[src/rtl/adc_rd_pkg.sv]
package adc_rd_pkg;

    typedef enum logic [1:0] {
        ST_IDLE,
        ST_LEAD,
        ST_CLOCK,
        ST_GAP
    } rd_state_e;

    // header = start, single flag, channel
    localparam int HDR_RISES = 3;
    // rising edge that samples the settling slot
    localparam int SETTLE_RISE = HDR_RISES + 1;

endpackage

[src/rtl/adc_rd_tick.sv]
module adc_rd_tick #(
    parameter int HALF_DIV = 4
) (
    input  logic clk,
    input  logic rst_n,
    input  logic en,
    output logic tick
);
    localparam int CW = $clog2(HALF_DIV + 1);
    localparam logic [CW-1:0] TOP = CW'(HALF_DIV - 1);

    logic [CW-1:0] cnt;

    assign tick = en && (cnt == TOP);

    always_ff @(posedge clk or negedge rst_n) begin
        if (!rst_n) begin
            cnt <= '0;
        end else if (!en || tick) begin
            cnt <= '0;
        end else begin
            cnt <= cnt + CW'(1);
        end
    end
endmodule

[src/rtl/adc_rd_capture.sv]
module adc_rd_capture
    import adc_rd_pkg::*;
#(
    parameter int DATA_W = 8,
    parameter int IDXW   = 5
) (
    input  logic              clk,
    input  logic              rst_n,
    input  logic              clear,
    input  logic              sample,
    input  logic [IDXW-1:0]   idx,
    input  logic              bit_in,
    output logic [DATA_W-1:0] data_msb,
    output logic              mismatch,
    output logic              settle_hi
);
    localparam logic [IDXW-1:0] SETTLE_IDX = IDXW'(SETTLE_RISE);
    localparam logic [IDXW-1:0] MSB_FIRST  = IDXW'(SETTLE_RISE + 1);
    localparam logic [IDXW-1:0] MSB_LAST   = IDXW'(SETTLE_RISE + DATA_W);

    logic [DATA_W-1:1] lsb_copy;

    always_ff @(posedge clk or negedge rst_n) begin
        if (!rst_n) begin
            data_msb  <= '0;
            settle_hi <= 1'b0;
        end else if (clear) begin
            data_msb  <= '0;
            settle_hi <= 1'b0;
        end else if (sample) begin
            if (idx == SETTLE_IDX) begin
                settle_hi <= bit_in;
            end
            if (idx >= MSB_FIRST && idx <= MSB_LAST) begin
                data_msb <= {data_msb[DATA_W-2:0], bit_in};
            end
        end
    end

    // one slot per repeated bit, filled in ascending order after the MSB-first byte
    for (genvar g = 1; g < DATA_W; g++) begin : g_lsb_slot
        localparam logic [IDXW-1:0] SLOT_IDX = IDXW'(SETTLE_RISE + DATA_W + g);
        always_ff @(posedge clk or negedge rst_n) begin
            if (!rst_n) begin
                lsb_copy[g] <= 1'b0;
            end else if (clear) begin
                lsb_copy[g] <= 1'b0;
            end else if (sample && idx == SLOT_IDX) begin
                lsb_copy[g] <= bit_in;
            end
        end
    end

    assign mismatch = (lsb_copy != data_msb[DATA_W-1:1]);
endmodule

[src/rtl/adc_read_ctrl.sv]
module adc_read_ctrl
    import adc_rd_pkg::*;
#(
    parameter int DATA_W   = 8,
    parameter int HALF_DIV = 4
) (
    input  logic              clk,
    input  logic              rst_n,
    input  logic              req,
    input  logic              req_chan,
    input  logic              req_single,
    output logic              busy,
    output logic              cs_n,
    output logic              sclk,
    output logic              mosi,
    output logic              mosi_oe,
    input  logic              miso,
    output logic [DATA_W-1:0] result,
    output logic              valid,
    output logic              err
);
    localparam int LAST_RISE = SETTLE_RISE + DATA_W + (DATA_W - 1);
    localparam int IDXW      = $clog2(LAST_RISE + 1);
    localparam logic [IDXW-1:0] LAST_IDX = IDXW'(LAST_RISE);
    localparam logic [IDXW-1:0] HDR1_IDX = IDXW'(1);
    localparam logic [IDXW-1:0] HDR2_IDX = IDXW'(2);
    localparam logic [IDXW-1:0] HDR_END  = IDXW'(HDR_RISES);

    rd_state_e state, state_nx;

    logic            tick;
    logic            sample;
    logic            clear;
    logic            gap_half;
    logic            chan_q;
    logic            single_q;
    logic [IDXW-1:0] rise_cnt;
    logic [IDXW-1:0] samp_idx;
    logic [DATA_W-1:0] cap_data;
    logic            cap_mism;
    logic            cap_settle;

    assign busy     = (state != ST_IDLE);
    assign clear    = (state == ST_IDLE) && req;
    assign sample   = (state == ST_CLOCK) && tick && !sclk;
    assign samp_idx = rise_cnt + IDXW'(1);

    adc_rd_tick #(.HALF_DIV(HALF_DIV)) u_tick (
        .clk   (clk),
        .rst_n (rst_n),
        .en    (busy),
        .tick  (tick)
    );

    adc_rd_capture #(.DATA_W(DATA_W), .IDXW(IDXW)) u_cap (
        .clk       (clk),
        .rst_n     (rst_n),
        .clear     (clear),
        .sample    (sample),
        .idx       (samp_idx),
        .bit_in    (miso),
        .data_msb  (cap_data),
        .mismatch  (cap_mism),
        .settle_hi (cap_settle)
    );

    always_comb begin
        state_nx = state;
        unique case (state)
            ST_IDLE:  if (req) state_nx = ST_LEAD;
            ST_LEAD:  if (tick) state_nx = ST_CLOCK;
            ST_CLOCK: if (tick && sclk && rise_cnt == LAST_IDX) state_nx = ST_GAP;
            ST_GAP:   if (tick && gap_half) state_nx = ST_IDLE;
            default:  state_nx = ST_IDLE;
        endcase
    end

    always_ff @(posedge clk or negedge rst_n) begin
        if (!rst_n) begin
            state <= ST_IDLE;
        end else begin
            state <= state_nx;
        end
    end

    always_ff @(posedge clk or negedge rst_n) begin
        if (!rst_n) begin
            cs_n     <= 1'b1;
            sclk     <= 1'b0;
            mosi     <= 1'b0;
            mosi_oe  <= 1'b0;
            rise_cnt <= '0;
            gap_half <= 1'b0;
            chan_q   <= 1'b0;
            single_q <= 1'b0;
            valid    <= 1'b0;
            err      <= 1'b0;
            result   <= '0;
        end else begin
            valid <= 1'b0;
            unique case (state)
                ST_IDLE: begin
                    if (req) begin
                        cs_n     <= 1'b0;
                        mosi     <= 1'b1;
                        mosi_oe  <= 1'b1;
                        rise_cnt <= '0;
                        gap_half <= 1'b0;
                        chan_q   <= req_chan;
                        single_q <= req_single;
                    end
                end
                ST_LEAD: begin
                end
                ST_CLOCK: begin
                    if (tick && !sclk) begin
                        sclk     <= 1'b1;
                        rise_cnt <= samp_idx;
                    end else if (tick) begin
                        sclk <= 1'b0;
                        if (rise_cnt == HDR1_IDX) begin
                            mosi <= single_q;
                        end else if (rise_cnt == HDR2_IDX) begin
                            mosi <= chan_q;
                        end else if (rise_cnt == HDR_END) begin
                            mosi    <= 1'b0;
                            mosi_oe <= 1'b0;
                        end else if (rise_cnt == LAST_IDX) begin
                            cs_n   <= 1'b1;
                            valid  <= 1'b1;
                            result <= cap_data;
                            err    <= cap_mism || cap_settle;
                        end
                    end
                end
                ST_GAP: begin
                    if (tick) gap_half <= 1'b1;
                end
                default: begin
                end
            endcase
        end
    end
endmodule

[config.mk]
export PLATFORM = sky130hd
export DESIGN_NAME = adc_read_ctrl
export DESIGN_NICKNAME = d
export VERILOG_FILES = /design/src/rtl/adc_rd_pkg.sv /design/src/rtl/adc_rd_tick.sv /design/src/rtl/adc_rd_capture.sv /design/src/rtl/adc_read_ctrl.sv
export SDC_FILE = /design/constraint.sdc
export NUM_CORES = 1
export LEC_CHECK = 0
export BUFFER_PORTS_ARGS = -buffer_cell sky130_fd_sc_hd__buf_4
export CORE_MARGIN = 3
export CORE_UTILIZATION = 25
export CTS_CLUSTER_SIZE = 14
export DETAILED_ROUTE_END_ITERATION = 12
export PLACE_DENSITY = 0.48
export SYNTH_ARGS = -nofsm -noshare
export SYNTH_HDL_FRONTEND = slang
export SYNTH_SLANG_ARGS = --single-unit
[constraint.sdc]
create_clock -name clk -period 1.85 [get_ports clk]
set_clock_uncertainty 0.15 [all_clocks]
set_input_delay 0.2775 -clock clk [delete_from_list [all_inputs] [get_ports clk]]
set_output_delay 0.2775 -clock clk [all_outputs]
set_load 0.03 [all_outputs]
==> reports/qor.yml <==
cp.required_ns: 1.89
worst_skew_pair.late_latency_ns: 0.30
post_synth_inst_count: 226
first_pass_iters: 6
post_synth_edffs: 0
synth.yosys.warnings: 0
power.clock.fraction: 0.385
finalMaxSlewViolations: 0
worst-endpoint-arrival_ns: 1.91
die_width_um: 99.7
synthDominantAreaCellType: "sky130_fd_sc_hd__dfrtp_1"
max_freq_mhz: 535
failed_checks: "negative setup slack"
met2RoutedLength_mm: 2.51
fin_setup_tns_ns: -0.0229
routed_wirelength_mm: 5.16
io_pins: 21
pwr-share-seq: 0.581
fin_ws_ns: -0.0207
die_area_mm2: 0.00995
track_usage: 0.103
clock_period_minus_final_worst_setup_slack_ns: 1.87
synth_fp_nets: 244
grt_antenna_before_repair: 0
drtAntennaViolNets: 0
reg2regPathDepth: 7
outcome: "finished, violations left"
final_common_cell: "sky130_fd_sc_hd__buf_4"
crit_path_cell_trace: "ha_4 > ha_4 > and4bb_2 > nand2_2 > and4bb_2 > mux2i_1 > a21oi_1"
power.net_switching_uw: 407
place.gp.congestion: 0.719
detail_route.wl_per_cell_um: 13.2
synth.cell_area_mm2: 0.00220
vdd_ir_drop_max_v: 0.000263
layout_common_cells: "sky130_fd_sc_hd__buf_4, sky130_fd_sc_hd__dfrtp_1, sky130_fd_sc_hd__nand2_1"
comb_power_share: 0.034
core_region_area_mm2: 0.00838
p_sw_frac: 0.247
yosys.area_share.adder: 0.0683
whs_path_depth: 2
synth_top_family_by_area: "simple AND/OR/NAND/NOR gates"
post_synth.cell_area_avg_um2: 9.72
drv.max_cap_violation_count: 0
post_route_cells_drive_above_1_share: 0.460
synth_simple_gate_area_frac: 0.186
total_cts_buffers: 5
clock_tree.buffer_depth: 2
hold_viol: 0
criticalPathCategory: "flip-flop to flip-flop"
final_nets: 304
power_report.internal_total_mw: 1.24
synth_xor_area_frac: 0.0399
netlist.area_leader.share: 0.478
post_synthesis_register_bit_count: 43
detail_route.wirelength.met1_mm: 2.43
grt_setup_unrepaired: "true"
worstSetupStartpoint: "u_tick.cnt[0]$_DFF_PN0_"
grt_max_degree: 44
timing.final.setup_violations: 3
htree_num_levels: 2
critPathLaunchType: "flip-flop"
grt_pass1_wl_mm: 8.09
met3_wirelength_um: 147
timing.critical_path.slowest_stage_cell: "sky130_fd_sc_hd__dfrtp_1"
critical_path.reg2reg.endpoint: "u_cap.settle_hi$_DFFE_PN0P_"
via_count_of_the_first_global_routing_pass: 1713
synth_compound_area_frac: 0.0763
synth.yosys.seq_area_share: 0.490
static-leakage-power_nw: 1.60
largest_fanout_of_any_net_on_the_critical_path: 4
detail_route.vias_per_cell: 4.35
cts.reportedPaths.clkPinSlew_ns: 0.09
worstHoldStart: "req"
layout_worst_path_cycle_share: 1.01
timing.critical_path.to_type: "flip-flop"
diodes: 0
worst-slew-pin-transition_ns: 0.563
drcViolationCount: 0
ctsRootBufferMaster: "sky130_fd_sc_hd__clkbuf_8"
area_growth_pct: 45.9
power_density_mw_per_mm2: 514
drt-initial-drc-count: 31
asyncSetResetFlopFracSynth: 1.00
dr_total_vias: 1704
placement_rows: 33
die_h_um: 99.7
yosys-mux-area-fraction: 0.0934
detailed_place_hpwl_mm: 3.56
regToRegStartpoint: "u_tick.cnt[0]$_DFF_PN0_"
top_layer_used: "met4"
critPathMaxStageDelay_ns: 0.40
cts.sinks: 43
relSlewSlack: 0.624
reg2reg_setup_slack_ns: -0.02
ys_dominant_reg_cell: "sky130_fd_sc_hd__dfrtp_1"
start_util: 0.262
grt_overflow_total: 0
synth_area_leaders: "sky130_fd_sc_hd__dfrtp_1, sky130_fd_sc_hd__nand2_1, sky130_fd_sc_hd__mux2i_1"
port-buffer-count: 20
cts_tree: "done"
post_synth_num_cell_types: 35
min_delay_worst_endpoint: "u_cap.settle_hi$_DFFE_PN0P_"
fin_worst_hold_slack_ns: 0.0368
min_path_type: "input pin to flip-flop"
## layer usage
layer / global-route usage / up-vias
li1: - / 869
met1: 0.135 / 807
met2: 0.164 / 23
met3: 0.0245 / 5
met4: 0.0378 / 0
met5: 0 / -
## power groups by stage
stage / sequential (mW) / clock, mW / combinational, mW
after CTS: 0.959 / 0.663 / 0.0572
final: 0.959 / 0.635 / 0.0557
after detailed placement: 0.978 / 0 / 0.0553
after global placement: 0.977 / 0 / 0.0546
after global routing: 0.960 / 0.697 / 0.0654
after floorplan: 0.975 / 0 / 0.0217
## how the worst max path moves through the flow
| stage | end | slack [ns] | cells after the start |
|---|---|---|---|
| floorplan | u_cap.settle_hi$_DFFE_PN0P_ | -0.005 | 8 |
| global placement | state[1]$_DFFE_PN0P_ | -0.03 | 7 |
| detailed placement | u_cap.data_msb[2]$_DFFE_PN0P_ | -0.07 | 8 |
| CTS | u_cap.settle_hi$_DFFE_PN0P_ | -0.02 | 7 |
| global route | u_cap.data_msb[0]$_DFFE_PN0P_ | -0.10 | 7 |
| finish | u_cap.settle_hi$_DFFE_PN0P_ | -0.02 | 7 |
## Yosys cell counts (2+ instances only)
| cell type | number |
|---|---|
| sky130_fd_sc_hd__a21oi_1 | 5 |
| sky130_fd_sc_hd__a22oi_1 | 2 |
| sky130_fd_sc_hd__and4bb_2 | 2 |
| sky130_fd_sc_hd__buf_2 | 5 |
| sky130_fd_sc_hd__clkbuf_1 | 4 |
| sky130_fd_sc_hd__dfrtp_1 | 42 |
| sky130_fd_sc_hd__ha_1 | 12 |
| sky130_fd_sc_hd__inv_1 | 16 |
| sky130_fd_sc_hd__mux2_2 | 3 |
| sky130_fd_sc_hd__mux2i_1 | 16 |
| sky130_fd_sc_hd__nand2_1 | 51 |
| sky130_fd_sc_hd__nand2b_1 | 3 |
| sky130_fd_sc_hd__nand3_1 | 7 |
| sky130_fd_sc_hd__nor2_1 | 8 |
| sky130_fd_sc_hd__nor3_1 | 4 |
| sky130_fd_sc_hd__nor4_1 | 3 |
| sky130_fd_sc_hd__o21ai_0 | 11 |
| sky130_fd_sc_hd__o21ai_1 | 7 |
| sky130_fd_sc_hd__xnor2_1 | 7 |
| sky130_fd_sc_hd__xor2_1 | 3 |
## worst max-delay path, delay by kind of cell, from the launching register on
kind                       cells  cell delay (ns)
adders and majority gates      2             0.30
muxes                          1             0.21
DFF                            1             0.40
AOI/OAI and AO/OA              1             0.06
and+or+nand+nor                3             0.64
## kinds of logic (layout without fill, tap and decap cells)
family,count (synthesis),count (layout)
AND/OR/NAND/NOR,87,87
adder cells (fa/ha/maj),12,12
XOR/XNOR,10,10
AO/OA/AOI/OAI,29,29
multiplexers,20,20
buffers and inverters,25,86
flip-flops,43,43
## state kept, by name (all words and copies together) (netlist names)
| register | cells |
|---|---|
| result | 8 |
| u_cap.data_msb | 8 |
| u_cap.lsb_copy | 7 |
| rise_cnt | 5 |
| u_tick.cnt | 3 |
| state | 2 |
| chan_q | 1 |
| cs_n | 1 |
| err | 1 |
| gap_half | 1 |
| mosi | 1 |
| mosi_oe | 1 |
| sclk | 1 |
| single_q | 1 |
| u_cap.settle_hi | 1 |
| valid | 1 |
## final cells by class
class,instances,area [um2]
repair buffers,62,536
inverters,16,60.1
clock buffers,5,68.8
well taps,105,131
flip-flops and latches,43,1080
fillers,836,5180
clock inverters,3,23.8
multi-input cells,158,1300
## metrics by stage
stage	setup WS [ns]	total power [mW]	area [um2]	utilization	std cells
5_1_grt	-0.104	1.72	3210	0.382	392
3_5_place_dp	-0.0653	1.03	2730	0.326	375
3_3_place_gp	-0.0339	1.03	2730	0.326	375
4_1_cts	-0.0246	1.68	2920	0.348	386
6_report	-0.0207	1.65	3210	0.382	392
2_1_floorplan	-0.00463	0.997	2250	-	226
## what timing repair did
item / 4_1_cts / 5_1_grt
hold endpoints to repair: 42 / 0
hold buffers: 1 / 0
cloned: 0 / 2
pin swaps: 1 / 25
gates resized for setup: 14 / 58
setup buffers: 2 / 6
endpoints found under the setup margin: 22 / 31
No activity file was read; power rests on OpenSTA's default activity.
